$ cat config.mk
export PLATFORM = sky130hd
export DESIGN_NAME = jesd_tx_link_seq
export DESIGN_NICKNAME = d
export VERILOG_FILES = /design/src/rtl/jesd_seq_pkg.sv /design/src/rtl/lmfc_counter.sv /design/src/rtl/link_fsm.sv /design/src/rtl/jesd_tx_link_seq.sv
export SDC_FILE = /design/constraint.sdc
export NUM_CORES = 1
export LEC_CHECK = 0
export CAP_MARGIN = 20
export CORE_MARGIN = 4
export CORE_UTILIZATION = 45
export CTS_CLUSTER_DIAMETER = 120
export CTS_CLUSTER_SIZE = 12
export DETAILED_ROUTE_END_ITERATION = 6
export DONT_BUFFER_PORTS = 1
export PLACE_DENSITY_LB_ADDON = 0.1
export SYNTH_ARGS = -nofsm -noshare
export SYNTH_HDL_FRONTEND = slang
export SYNTH_SLANG_ARGS = --single-unit
$ cat constraint.sdc
create_clock -name clk -period 5.41 [get_ports clk]
set_clock_uncertainty 0.1 [all_clocks]
set_input_delay 0.8115 -clock clk [delete_from_list [all_inputs] [get_ports clk]]
set_output_delay 0.8115 -clock clk [all_outputs]
set_load 0.02 [all_outputs]
$ cat src/rtl/jesd_seq_pkg.sv
package jesd_seq_pkg;

  typedef enum logic [2:0] {
    ST_IDLE     = 3'd0,
    ST_CGS      = 3'd1,
    ST_ILA_WAIT = 3'd2,
    ST_ILA      = 3'd3,
    ST_DATA     = 3'd4
  } seq_state_e;

  typedef enum logic [1:0] {
    SEL_NONE = 2'b00,
    SEL_K    = 2'b01,
    SEL_ILA  = 2'b10,
    SEL_DATA = 2'b11
  } octet_sel_e;

  // Value the multiframe counter takes after one octet clock.
  function automatic logic [7:0] lmfc_step(input logic [7:0] cnt, input logic [7:0] last);
    return (cnt == last) ? 8'd0 : cnt + 8'd1;
  endfunction

  // Value loaded by an alignment strobe.
  function automatic logic [7:0] lmfc_load(input logic force_en, input logic [7:0] start);
    return force_en ? start : 8'd0;
  endfunction

endpackage

$ cat src/rtl/lmfc_counter.sv
module lmfc_counter
  import jesd_seq_pkg::*;
#(
  parameter int MF_OCTETS = 32,
  localparam int CNT_W = $clog2(MF_OCTETS)
) (
  input  logic             clk,
  input  logic             rst_n,
  input  logic             sysref_i,
  input  logic             force_i,
  input  logic [CNT_W-1:0] init_i,
  output logic [CNT_W-1:0] cnt_o,
  output logic             mf_end_o
);

  localparam logic [7:0] LAST = 8'(MF_OCTETS - 1);

  logic [CNT_W-1:0] cnt_q;
  logic [CNT_W-1:0] cnt_d;

  always_comb begin
    if (sysref_i) cnt_d = CNT_W'(lmfc_load(force_i, 8'(init_i)));
    else          cnt_d = CNT_W'(lmfc_step(8'(cnt_q), LAST));
  end

  always_ff @(posedge clk or negedge rst_n) begin
    if (!rst_n) cnt_q <= '0;
    else        cnt_q <= cnt_d;
  end

  assign cnt_o    = cnt_q;
  assign mf_end_o = (8'(cnt_q) == LAST);

  a_r2_wrap_to_zero: assert property (@(posedge clk) disable iff (!rst_n)
    (mf_end_o && !sysref_i) |=> (cnt_q == '0));
  a_r2_unforced_load: assert property (@(posedge clk) disable iff (!rst_n)
    (sysref_i && !force_i) |=> (cnt_q == '0));
  a_r3_forced_load: assert property (@(posedge clk) disable iff (!rst_n)
    (sysref_i && force_i) |=> (cnt_q == $past(init_i)));

endmodule

$ cat src/rtl/link_fsm.sv
module link_fsm
  import jesd_seq_pkg::*;
#(
  parameter int ILA_MF = 4,
  parameter int DLY_W  = 2,
  localparam int ILA_W = (ILA_MF > 1) ? $clog2(ILA_MF) : 1
) (
  input  logic             clk,
  input  logic             rst_n,
  input  logic             sync_n_i,
  input  logic             mf_end_i,
  input  logic [DLY_W-1:0] dly_i,
  output seq_state_e       state_o
);

  seq_state_e       state_q, state_d;
  logic [DLY_W-1:0] wait_q, wait_d;
  logic [ILA_W-1:0] ila_mf_q, ila_mf_d;

  // Named events for the assertions.
  logic cgs_done, wait_done, ila_done;
  assign cgs_done  = (state_q == ST_CGS) && mf_end_i;
  assign wait_done = (state_q == ST_ILA_WAIT) && mf_end_i && (wait_q == DLY_W'(1));
  assign ila_done  = (state_q == ST_ILA) && mf_end_i && (ila_mf_q == ILA_W'(ILA_MF - 1));

  always_comb begin
    state_d  = state_q;
    wait_d   = wait_q;
    ila_mf_d = ila_mf_q;
    if (!sync_n_i) begin
      state_d = ST_CGS;
    end else begin
      case (state_q)
        ST_CGS: if (cgs_done) begin
          if (dly_i == '0) begin
            state_d  = ST_ILA;
            ila_mf_d = '0;
          end else begin
            state_d = ST_ILA_WAIT;
            wait_d  = dly_i;
          end
        end
        ST_ILA_WAIT: if (mf_end_i) begin
          if (wait_done) begin
            state_d  = ST_ILA;
            ila_mf_d = '0;
          end else begin
            wait_d = wait_q - DLY_W'(1);
          end
        end
        ST_ILA: if (mf_end_i) begin
          if (ila_done) state_d = ST_DATA;
          else          ila_mf_d = ila_mf_q + ILA_W'(1);
        end
        default: ;
      endcase
    end
  end

  always_ff @(posedge clk or negedge rst_n) begin
    if (!rst_n) begin
      state_q  <= ST_IDLE;
      wait_q   <= '0;
      ila_mf_q <= '0;
    end else begin
      state_q  <= state_d;
      wait_q   <= wait_d;
      ila_mf_q <= ila_mf_d;
    end
  end

  assign state_o = state_q;

  a_r4_sync_forces_cgs: assert property (@(posedge clk) disable iff (!rst_n)
    !sync_n_i |=> (state_q == ST_CGS));
  a_r1_idle_holds: assert property (@(posedge clk) disable iff (!rst_n)
    (state_q == ST_IDLE && sync_n_i) |=> (state_q == ST_IDLE));
  a_r6_wait_holds_mid_frame: assert property (@(posedge clk) disable iff (!rst_n)
    (state_q == ST_ILA_WAIT && sync_n_i && !mf_end_i) |=> (state_q == ST_ILA_WAIT));
  a_r7_data_after_ila: assert property (@(posedge clk) disable iff (!rst_n)
    (ila_done && sync_n_i) |=> (state_q == ST_DATA));

endmodule

$ cat src/rtl/jesd_tx_link_seq.sv
module jesd_tx_link_seq
  import jesd_seq_pkg::*;
#(
  parameter int MF_OCTETS = 32,
  parameter int ILA_MF    = 4,
  parameter int DLY_W     = 2,
  localparam int CNT_W    = $clog2(MF_OCTETS)
) (
  input  logic             clk,
  input  logic             rst_n,
  input  logic             sysref_i,
  input  logic             sync_n_i,
  input  logic             force_start_i,
  input  logic [CNT_W-1:0] start_val_i,
  input  logic [DLY_W-1:0] ila_delay_i,
  input  logic             scr_en_i,
  output logic [1:0]       octet_sel_o,
  output logic             ctrl_k_o,
  output logic             scramble_o
);

  logic [CNT_W-1:0] lmfc_cnt;
  logic             mf_end;
  logic             mf_first;
  seq_state_e       state;
  octet_sel_e       sel;

  lmfc_counter #(.MF_OCTETS(MF_OCTETS)) u_lmfc (
    .clk      (clk),
    .rst_n    (rst_n),
    .sysref_i (sysref_i),
    .force_i  (force_start_i),
    .init_i   (start_val_i),
    .cnt_o    (lmfc_cnt),
    .mf_end_o (mf_end)
  );

  link_fsm #(.ILA_MF(ILA_MF), .DLY_W(DLY_W)) u_fsm (
    .clk      (clk),
    .rst_n    (rst_n),
    .sync_n_i (sync_n_i),
    .mf_end_i (mf_end),
    .dly_i    (ila_delay_i),
    .state_o  (state)
  );

  assign mf_first = (lmfc_cnt == '0);

  always_comb begin
    sel        = SEL_NONE;
    ctrl_k_o   = 1'b0;
    scramble_o = 1'b0;
    case (state)
      ST_CGS, ST_ILA_WAIT: begin
        sel      = SEL_K;
        ctrl_k_o = 1'b1;
      end
      ST_ILA: begin
        sel      = SEL_ILA;
        ctrl_k_o = mf_first || mf_end;
      end
      ST_DATA: begin
        sel        = SEL_DATA;
        scramble_o = scr_en_i;
      end
      default: ;
    endcase
  end

  assign octet_sel_o = sel;

  a_r8_scramble_in_data_only: assert property (@(posedge clk) disable iff (!rst_n)
    scramble_o |-> (octet_sel_o == SEL_DATA));
  a_r8_no_ctrl_in_data: assert property (@(posedge clk) disable iff (!rst_n)
    (octet_sel_o == SEL_DATA) |-> !ctrl_k_o);
  a_r5_ila_starts_at_zero: assert property (@(posedge clk) disable iff (!rst_n)
    (state == ST_ILA && $past(state) != ST_ILA && !$past(sysref_i)) |-> mf_first);
  a_r9_realign_keeps_data: assert property (@(posedge clk) disable iff (!rst_n)
    (sysref_i && sync_n_i && state == ST_DATA) |=> (state == ST_DATA));

endmodule

==> impl_metrics.csv, run 1 <==
group,metric,value,unit
sta,period_needed,3.10,ns
place,placed_area,783,µm²
power,p_per_area,212,nW/µm²
sta,rsz0062_at_grt,"false",
detailed_routing,drtAntennaViolNets,0,
finish,area_growth_from_synthesis_to_layout,3.87,%
detailed_routing,detailedRoute.firstPassIterationCount,3,
grt,gr-total-overflow,0,
clock_tree,clkSlewWorstSetupHoldPaths,0.07,ns
sta,max_freq,0.323,GHz
sta,report.final.setup_viol,0,
detailed_routing,post-route-drc-count,0,
setup_path,cpLargestDelayFamily,"simple AND/OR/NAND/NOR gates",
power,design_power_total,171,µW
synthesis,mappedNetlistNets,95,
setup_path,crit_required,4.50,ns
floorplanning,floorplan.io_pins,17,
finish,drive_gt1_frac,0.195,
setup_path,path_buf_inv,1,
power,seqPwrFrac,0.584,
setup_path,worst_ep_arrival_time,2.18,ns
clock_tree,cts_resized,0,
setup_path,path_cells,"inv_1, ha_1, or4b_2, nand3_1, a21oi_1, nor3_1",
synthesis,synthesis.instances,77,
setup_path,timing.critical_path.slowest_cell_delay,0.58,ns
floorplanning,placement_rows,14,
power,ir_drop,0.136,mV
floorplanning,floorplan.die.height,49.5,µm
setup_path,cp_max_fo,4,
hold_path,hold_path_class,"in -> async",
floorplanning,core,1560,µm²
finish,antenna_cells,0,
setup_path,setup.worst_path.start_class,"flop",
grt,grt_usage,0.138,
run_status,run_status,"finished clean",
power,cellInternalPower,130,µW
sta,finalSetupTns,0,ns
clock_tree,tritoncts,"yes",
clock_tree,cts_hold_buffers,0,
setup_path,path_class,"reg -> out",
finish,layout_commonest_cell,"sky130_fd_sc_hd__dfrtp_1",
place,dp.final_hpwl,1170,µm
finish,fillCellCount,151,
grt,grt_antenna_before_repair,0,
synthesis,post_synth_instance_area,776,µm²
power,power.share.clock,0.318,
detailed_routing,detail_route.iter0.violations,9,
sta,timing_hold_violations_final,0,
sta,timing.final.max_slew_violations,0,
sta,final_critical_path_setup_slack,2.31,ns
clock_tree,cts_setup_buffers,0,
finish,register_area,300,µm²
finish,area_taken_by_multi_input_logic_gates,444,µm²
floorplanning,die_x,49.5,µm
job,max-cap-violations,0,
floorplanning,initial_core_util,0.498,
sta,timing.slew.headroom,0.550,
synthesis,number_of_warnings_printed_during_yosys_synthesis,0,
finish,layout.cells.most_common_list,"12 x sky130_fd_sc_hd__dfrtp_1, 5 x sky130_fd_sc_hd__inv_1, 5 x sky130_fd_sc_hd__nand2_1, 5 x sky130_fd_sc_hd__ha_1",
sta,tightest_slew,0.669,ns
sta,min_period_over_period,0.572,
place,place.port_buffers,0,
clock_tree,numClockSinks,12,
clock_tree,max-clock-path-buffers,2,
place,placer_congestion_estimate,0.759,
power,leakagePower,0.000375,µW
floorplanning,design.die.area,2450,µm²
setup_path,worstSetupEndpointType,"output pin",
detailed_routing,route.final.wire_length,1500,µm
grt,grt_start_max_net_pins,15,
place,placement.setup.worst_slack,2.61,ns
power,p_sw,40.4,µW
power,pwr-share-comb,0.098,
clock_tree,ctsRootBufferMaster,"sky130_fd_sc_hd__clkbuf_4",
setup_path,critPathSlowestCell,"sky130_fd_sc_hd__or4b_2",
grt,grt_first_pass_wirelength,2670,µm
grt,grt_pass1_vias,622,
synthesis,avgSynthCellArea,10.1,µm²
detailed_routing,avgRoutedWirePerCell,16.2,µm
clock_tree,cts-htree-levels,1,
clock_tree,number_of_buffers_created_by_cts,3,
synthesis,synth.lib_cells_used.distinct,32,
finish,layout.nets,97,
synthesis,synth_seq_cells,12,
synthesis,synth.yosys.seq_area_share,0.387,
detailed_routing,detailroute.via_count,585,
clock_tree,later_pin_clock_latency_in_the_skew_report,0.27,ns
detailed_routing,vias_per_cell,6.29,
finish,fin_area,806,µm²
power,netSwitchingFraction,0.237,
area by class of cell:
type | count | area share
multi-input combinational | 57 | 0.551
sequential | 12 | 0.373
clock buffer | 3 | 0.0280
tap | 16 | 0.0248
inverter | 5 | 0.0233
metrics by stage:
| stage | std cells | hold WS, ns | utilization |
|---|---|---|---|
| final | 93 | 0.127 | 0.517 |
| after global routing | 93 | 0.112 | 0.517 |
| after floorplan | 77 | 0.384 | - |
| after global placement | 90 | 0.401 | 0.502 |
| after detailed placement | 90 | 0.408 | 0.502 |
| after CTS | 93 | 0.122 | 0.517 |
cell usage after synthesis:
master                       n  area, µm²
sky130_fd_sc_hd__a31oi_1     1       6.26
sky130_fd_sc_hd__dfrtp_1    12        300
sky130_fd_sc_hd__mux2i_1     4       40.0
sky130_fd_sc_hd__o21ai_0     4       20.0
sky130_fd_sc_hd__or3b_2      1       8.76
sky130_fd_sc_hd__or2b_1      1       7.51
sky130_fd_sc_hd__and2b_2     2       17.5
sky130_fd_sc_hd__xnor2_1     1       8.76
sky130_fd_sc_hd__nor2_1      4       15.0
sky130_fd_sc_hd__mux2_4      2       30.0
sky130_fd_sc_hd__clkbuf_1    2       7.51
sky130_fd_sc_hd__xor2_1      1       8.76
sky130_fd_sc_hd__a32o_1      3       30.0
sky130_fd_sc_hd__or4_4       1       11.3
sky130_fd_sc_hd__nand3_1     4       20.0
sky130_fd_sc_hd__inv_1       5       18.8
sky130_fd_sc_hd__or4b_2      1       10.0
sky130_fd_sc_hd__nand4_1     1       6.26
sky130_fd_sc_hd__a41oi_1     1       8.76
sky130_fd_sc_hd__nand2_1     5       18.8
sky130_fd_sc_hd__and3_2      2       15.0
sky130_fd_sc_hd__o2bb2ai_2   1       15.0
sky130_fd_sc_hd__nor2b_1     2       12.5
sky130_fd_sc_hd__nor3_1      1       5.00
sky130_fd_sc_hd__a21oi_1     2       10.0
sky130_fd_sc_hd__a31o_2      1       8.76
sky130_fd_sc_hd__and3b_1     1       8.76
sky130_fd_sc_hd__buf_2       1       5.00
sky130_fd_sc_hd__and3_1      3       18.8
sky130_fd_sc_hd__nor3b_2     1       12.5
sky130_fd_sc_hd__ha_1        5       62.6
sky130_fd_sc_hd__o31ai_1     1       7.51
worst paths after layout:
path / from / end / slack [ns] / depth (start not counted)
hold / removal: rst_n / u_fsm.state_o[1]$_DFFE_PN0P_ / 0.13 / 0
setup reg to reg: u_lmfc.cnt_o[0]$_DFF_PN0_ / u_fsm.ila_mf_q[1]$_DFFE_PN0P_ / 3.01 / 7
setup / recovery: u_lmfc.cnt_o[0]$_DFF_PN0_ / ctrl_k_o / 2.31 / 6
hold reg to reg: u_fsm.ila_mf_q[1]$_DFFE_PN0P_ / u_fsm.ila_mf_q[1]$_DFFE_PN0P_ / 0.42 / 1
max in group asynchronous: rst_n / u_lmfc.cnt_o[2]$_DFF_PN0_ / 5.01 / 0
min in group clk: u_fsm.ila_mf_q[1]$_DFFE_PN0P_ / u_fsm.ila_mf_q[1]$_DFFE_PN0P_ / 0.42 / 1
per-layer routing:
layer	routed length, µm	global-route usage
met1	711	0.173
met3	78	0.0301
met5	0	0
met2	681	0.222
met4	31	0.0691
cell families (layout without fill, tap and decap cells):
logic type | Yosys count | count (layout) | synth area share
AOI/OAI and AO/OA | 14 | 14 | 0.137
buffers and inverters | 8 | 8 | 0.0403
muxes | 6 | 6 | 0.0903
DFF | 12 | 12 | 0.387
adders and majority gates | 5 | 5 | 0.0806
and+or+nand+nor | 30 | 30 | 0.242
xor gates and xnor gates | 2 | 2 | 0.0226
sequential cells by signal, indices dropped and copies added (netlist names):
name	flops
u_fsm.ila_mf_q	2
u_fsm.state_o	3
u_fsm.wait_q	2
u_lmfc.cnt_o	5
power groups by stage:
stage | clock [µW] | sequential (µW) | combinational, µW
6_report | 54.3 | 99.5 | 16.8
5_1_grt | 59.6 | 101 | 19.5
4_1_cts | 56.1 | 99.6 | 17.3
3_5_place_dp | 0 | 101 | 17.2
3_3_place_gp | 0 | 101 | 16.4
2_1_floorplan | 0 | 100 | 14.9
Note: power is estimated with default switching activity, not from simulation.
==> inputs of run 2 (changes only) <==
==> constraint.sdc (replaced) <==
create_clock -name clk -period 2.57 [get_ports clk]
set_clock_uncertainty 0.1 [all_clocks]
set_input_delay 0.3855 -clock clk [delete_from_list [all_inputs] [get_ports clk]]
set_output_delay 0.3855 -clock clk [all_outputs]
set_load 0.02 [all_outputs]
==> impl_metrics.csv, run 2 (same netlist as run 1, synthesis figures left out) <==
group,metric,value,unit
detailed_routing,drtAntennaViolNets,0,
setup_path,setup.worst_path.start_class,"flop",
setup_path,cp_max_fo,7,
power,leakagePower,0.000402,µW
detailed_routing,detailroute.via_count,580,
finish,drive_gt1_frac,0.244,
grt,grt_first_pass_wirelength,2640,µm
finish,fin_area,861,µm²
power,ir_drop,0.269,mV
clock_tree,numClockSinks,12,
setup_path,path_class,"reg -> reg",
finish,antenna_cells,0,
sta,timing_hold_violations_final,0,
detailed_routing,route.final.wire_length,1530,µm
floorplanning,floorplan.die.height,49.5,µm
sta,min_period_over_period,0.953,
setup_path,reg2reg_setup_slack,0.12,ns
sta,timing.slew.headroom,0.564,
sta,report.final.setup_viol,0,
finish,largest_reg_flops,5,
grt,grt_start_max_net_pins,15,
sta,timing.final.max_slew_violations,0,
grt,gr-total-overflow,0,
place,placed_area,791,µm²
job,max-cap-violations,0,
place,placement.setup.worst_slack,0.255,ns
detailed_routing,detail_route.iter0.violations,11,
floorplanning,core,1560,µm²
hold_path,hold_path_class,"in -> reg",
finish,layout.cells.most_common_list,"12 x sky130_fd_sc_hd__dfrtp_1, 5 x sky130_fd_sc_hd__inv_1, 5 x sky130_fd_sc_hd__nand2_1, 5 x sky130_fd_sc_hd__ha_1",
clock_tree,clkSlewWorstSetupHoldPaths,0.08,ns
clock_tree,max-clock-path-buffers,2,
finish,layout_commonest_cell,"sky130_fd_sc_hd__dfrtp_1",
place,place.port_buffers,0,
sta,period_needed,2.45,ns
finish,fillCellCount,141,
detailed_routing,avgRoutedWirePerCell,15.6,µm
floorplanning,design.die.area,2450,µm²
place,placer_congestion_estimate,0.759,
finish,finalCoreUtilization,0.552,
run_status,run_status,"finished clean",
clock_tree,ctsRootBufferMaster,"sky130_fd_sc_hd__clkbuf_4",
sta,max_freq,0.408,GHz
grt,grt_antenna_before_repair,0,
power,p_per_area,475,nW/µm²
sta,final_critical_path_setup_slack,0.122,ns
detailed_routing,detailedRoute.firstPassIterationCount,4,
finish,layout.nets,101,
clock_tree,tritoncts,"yes",
grt,grt_usage,0.142,
place,dp.final_hpwl,1120,µm
floorplanning,initial_core_util,0.498,
setup_path,crit_required,2.64,ns
clock_tree,number_of_buffers_created_by_cts,3,
finish,area_growth_from_synthesis_to_layout,11.0,%
floorplanning,die_x,49.5,µm
clock_tree,cts-htree-levels,1,
setup_path,worstSetupEndpointType,"flop",
grt,grt_pass1_vias,601,
setup_path,worst_ep_arrival_time,2.52,ns
floorplanning,floorplan.io_pins,17,
detailed_routing,post-route-drc-count,0,
detailed_routing,vias_per_cell,5.92,
clock_tree,later_pin_clock_latency_in_the_skew_report,0.28,ns
floorplanning,placement_rows,14,
sta,tightest_slew,0.648,ns
[run 2: cell types whose count changed in the layout (fill, tap and decap cells not counted), sizes merged]
cell         delta
buf             +3
clkbuf          +1
dlygate4sd3     +1
[run 2: per-stage QoR]
| stage | TNS (ns) | std cells | total power, µW | hold WS [ns] |
|---|---|---|---|---|
| detailed placement | 0 | 91 | 249 | -0.00970 |
| CTS | 0 | 96 | 405 | 0.0668 |
| global route | -0.00340 | 98 | 431 | 0.0579 |
| global placement | 0 | 91 | 248 | -0.00974 |
| floorplan | 0 | 77 | 242 | -0.0101 |
| finish | 0 | 98 | 409 | 0.0694 |
[run 2: per-layer routing]
metal	vias to the layer above	part of all wire	routed length [µm]	global-route usage
li1	292	-	-	-
met1	267	0.44	678	0.161
met2	19	0.48	740	0.236
met3	2	0.069	105	0.0663
met4	0	0.0052	8	0.0415
met5	-	0	0	0
[run 2: worst paths after layout]
path                                               start                       endpoint  cells after the start
max                            u_lmfc.cnt_o[0]$_DFF_PN0_  u_fsm.ila_mf_q[1]$_DFFE_PN0P_                      8
min                                             sync_n_i   u_fsm.state_o[0]$_DFFE_PN0P_                      1
max reg2reg                    u_lmfc.cnt_o[0]$_DFF_PN0_  u_fsm.ila_mf_q[1]$_DFFE_PN0P_                      8
min reg2reg                u_fsm.ila_mf_q[1]$_DFFE_PN0P_  u_fsm.ila_mf_q[1]$_DFFE_PN0P_                      1
max in group asynchronous                          rst_n      u_lmfc.cnt_o[2]$_DFF_PN0_                      1
min in group asynchronous                          rst_n   u_fsm.state_o[1]$_DFFE_PN0P_                      1
[run 2: area by class of cell]
cell class / count / area [µm²] / area share
clock buffers: 4 / 36.3 / 0.0422
inverters: 5 / 18.8 / 0.0218
multi-input cells: 57 / 453 / 0.526
flip-flops and latches: 12 / 300 / 0.349
well taps: 16 / 20.0 / 0.0233
repair buffers: 4 / 32.5 / 0.0378
[run 2: repair_timing]
action / in CTS / in global routing
endpoints found under the hold margin: 12 / 0
setup endpoints to repair: 0 / 1
gates resized for setup: 0 / 2
buffers inserted: 0 / 2
hold buffers: 1 / 0
[run 2: where the power goes]
part           internal [µW]  switching, µW  total, µW  leakage [µW]
clock                   86.2           65.1        151     0.0000210
combinational           26.1           20.9       47.0      0.000235
sequential               200           10.5        210      0.000146
total                    312           96.5        409      0.000402
[run 2: critical path: stages, from the launching register on]
cell	delay [ns]
sky130_fd_sc_hd__dfrtp_1	0.38
sky130_fd_sc_hd__buf_4	0.12
sky130_fd_sc_hd__ha_1	0.18
sky130_fd_sc_hd__and3_1	0.20
sky130_fd_sc_hd__ha_1	0.28
sky130_fd_sc_hd__nand2_1	0.10
sky130_fd_sc_hd__o2bb2ai_2	0.13
sky130_fd_sc_hd__or4_4	0.53
sky130_fd_sc_hd__mux2_4	0.31
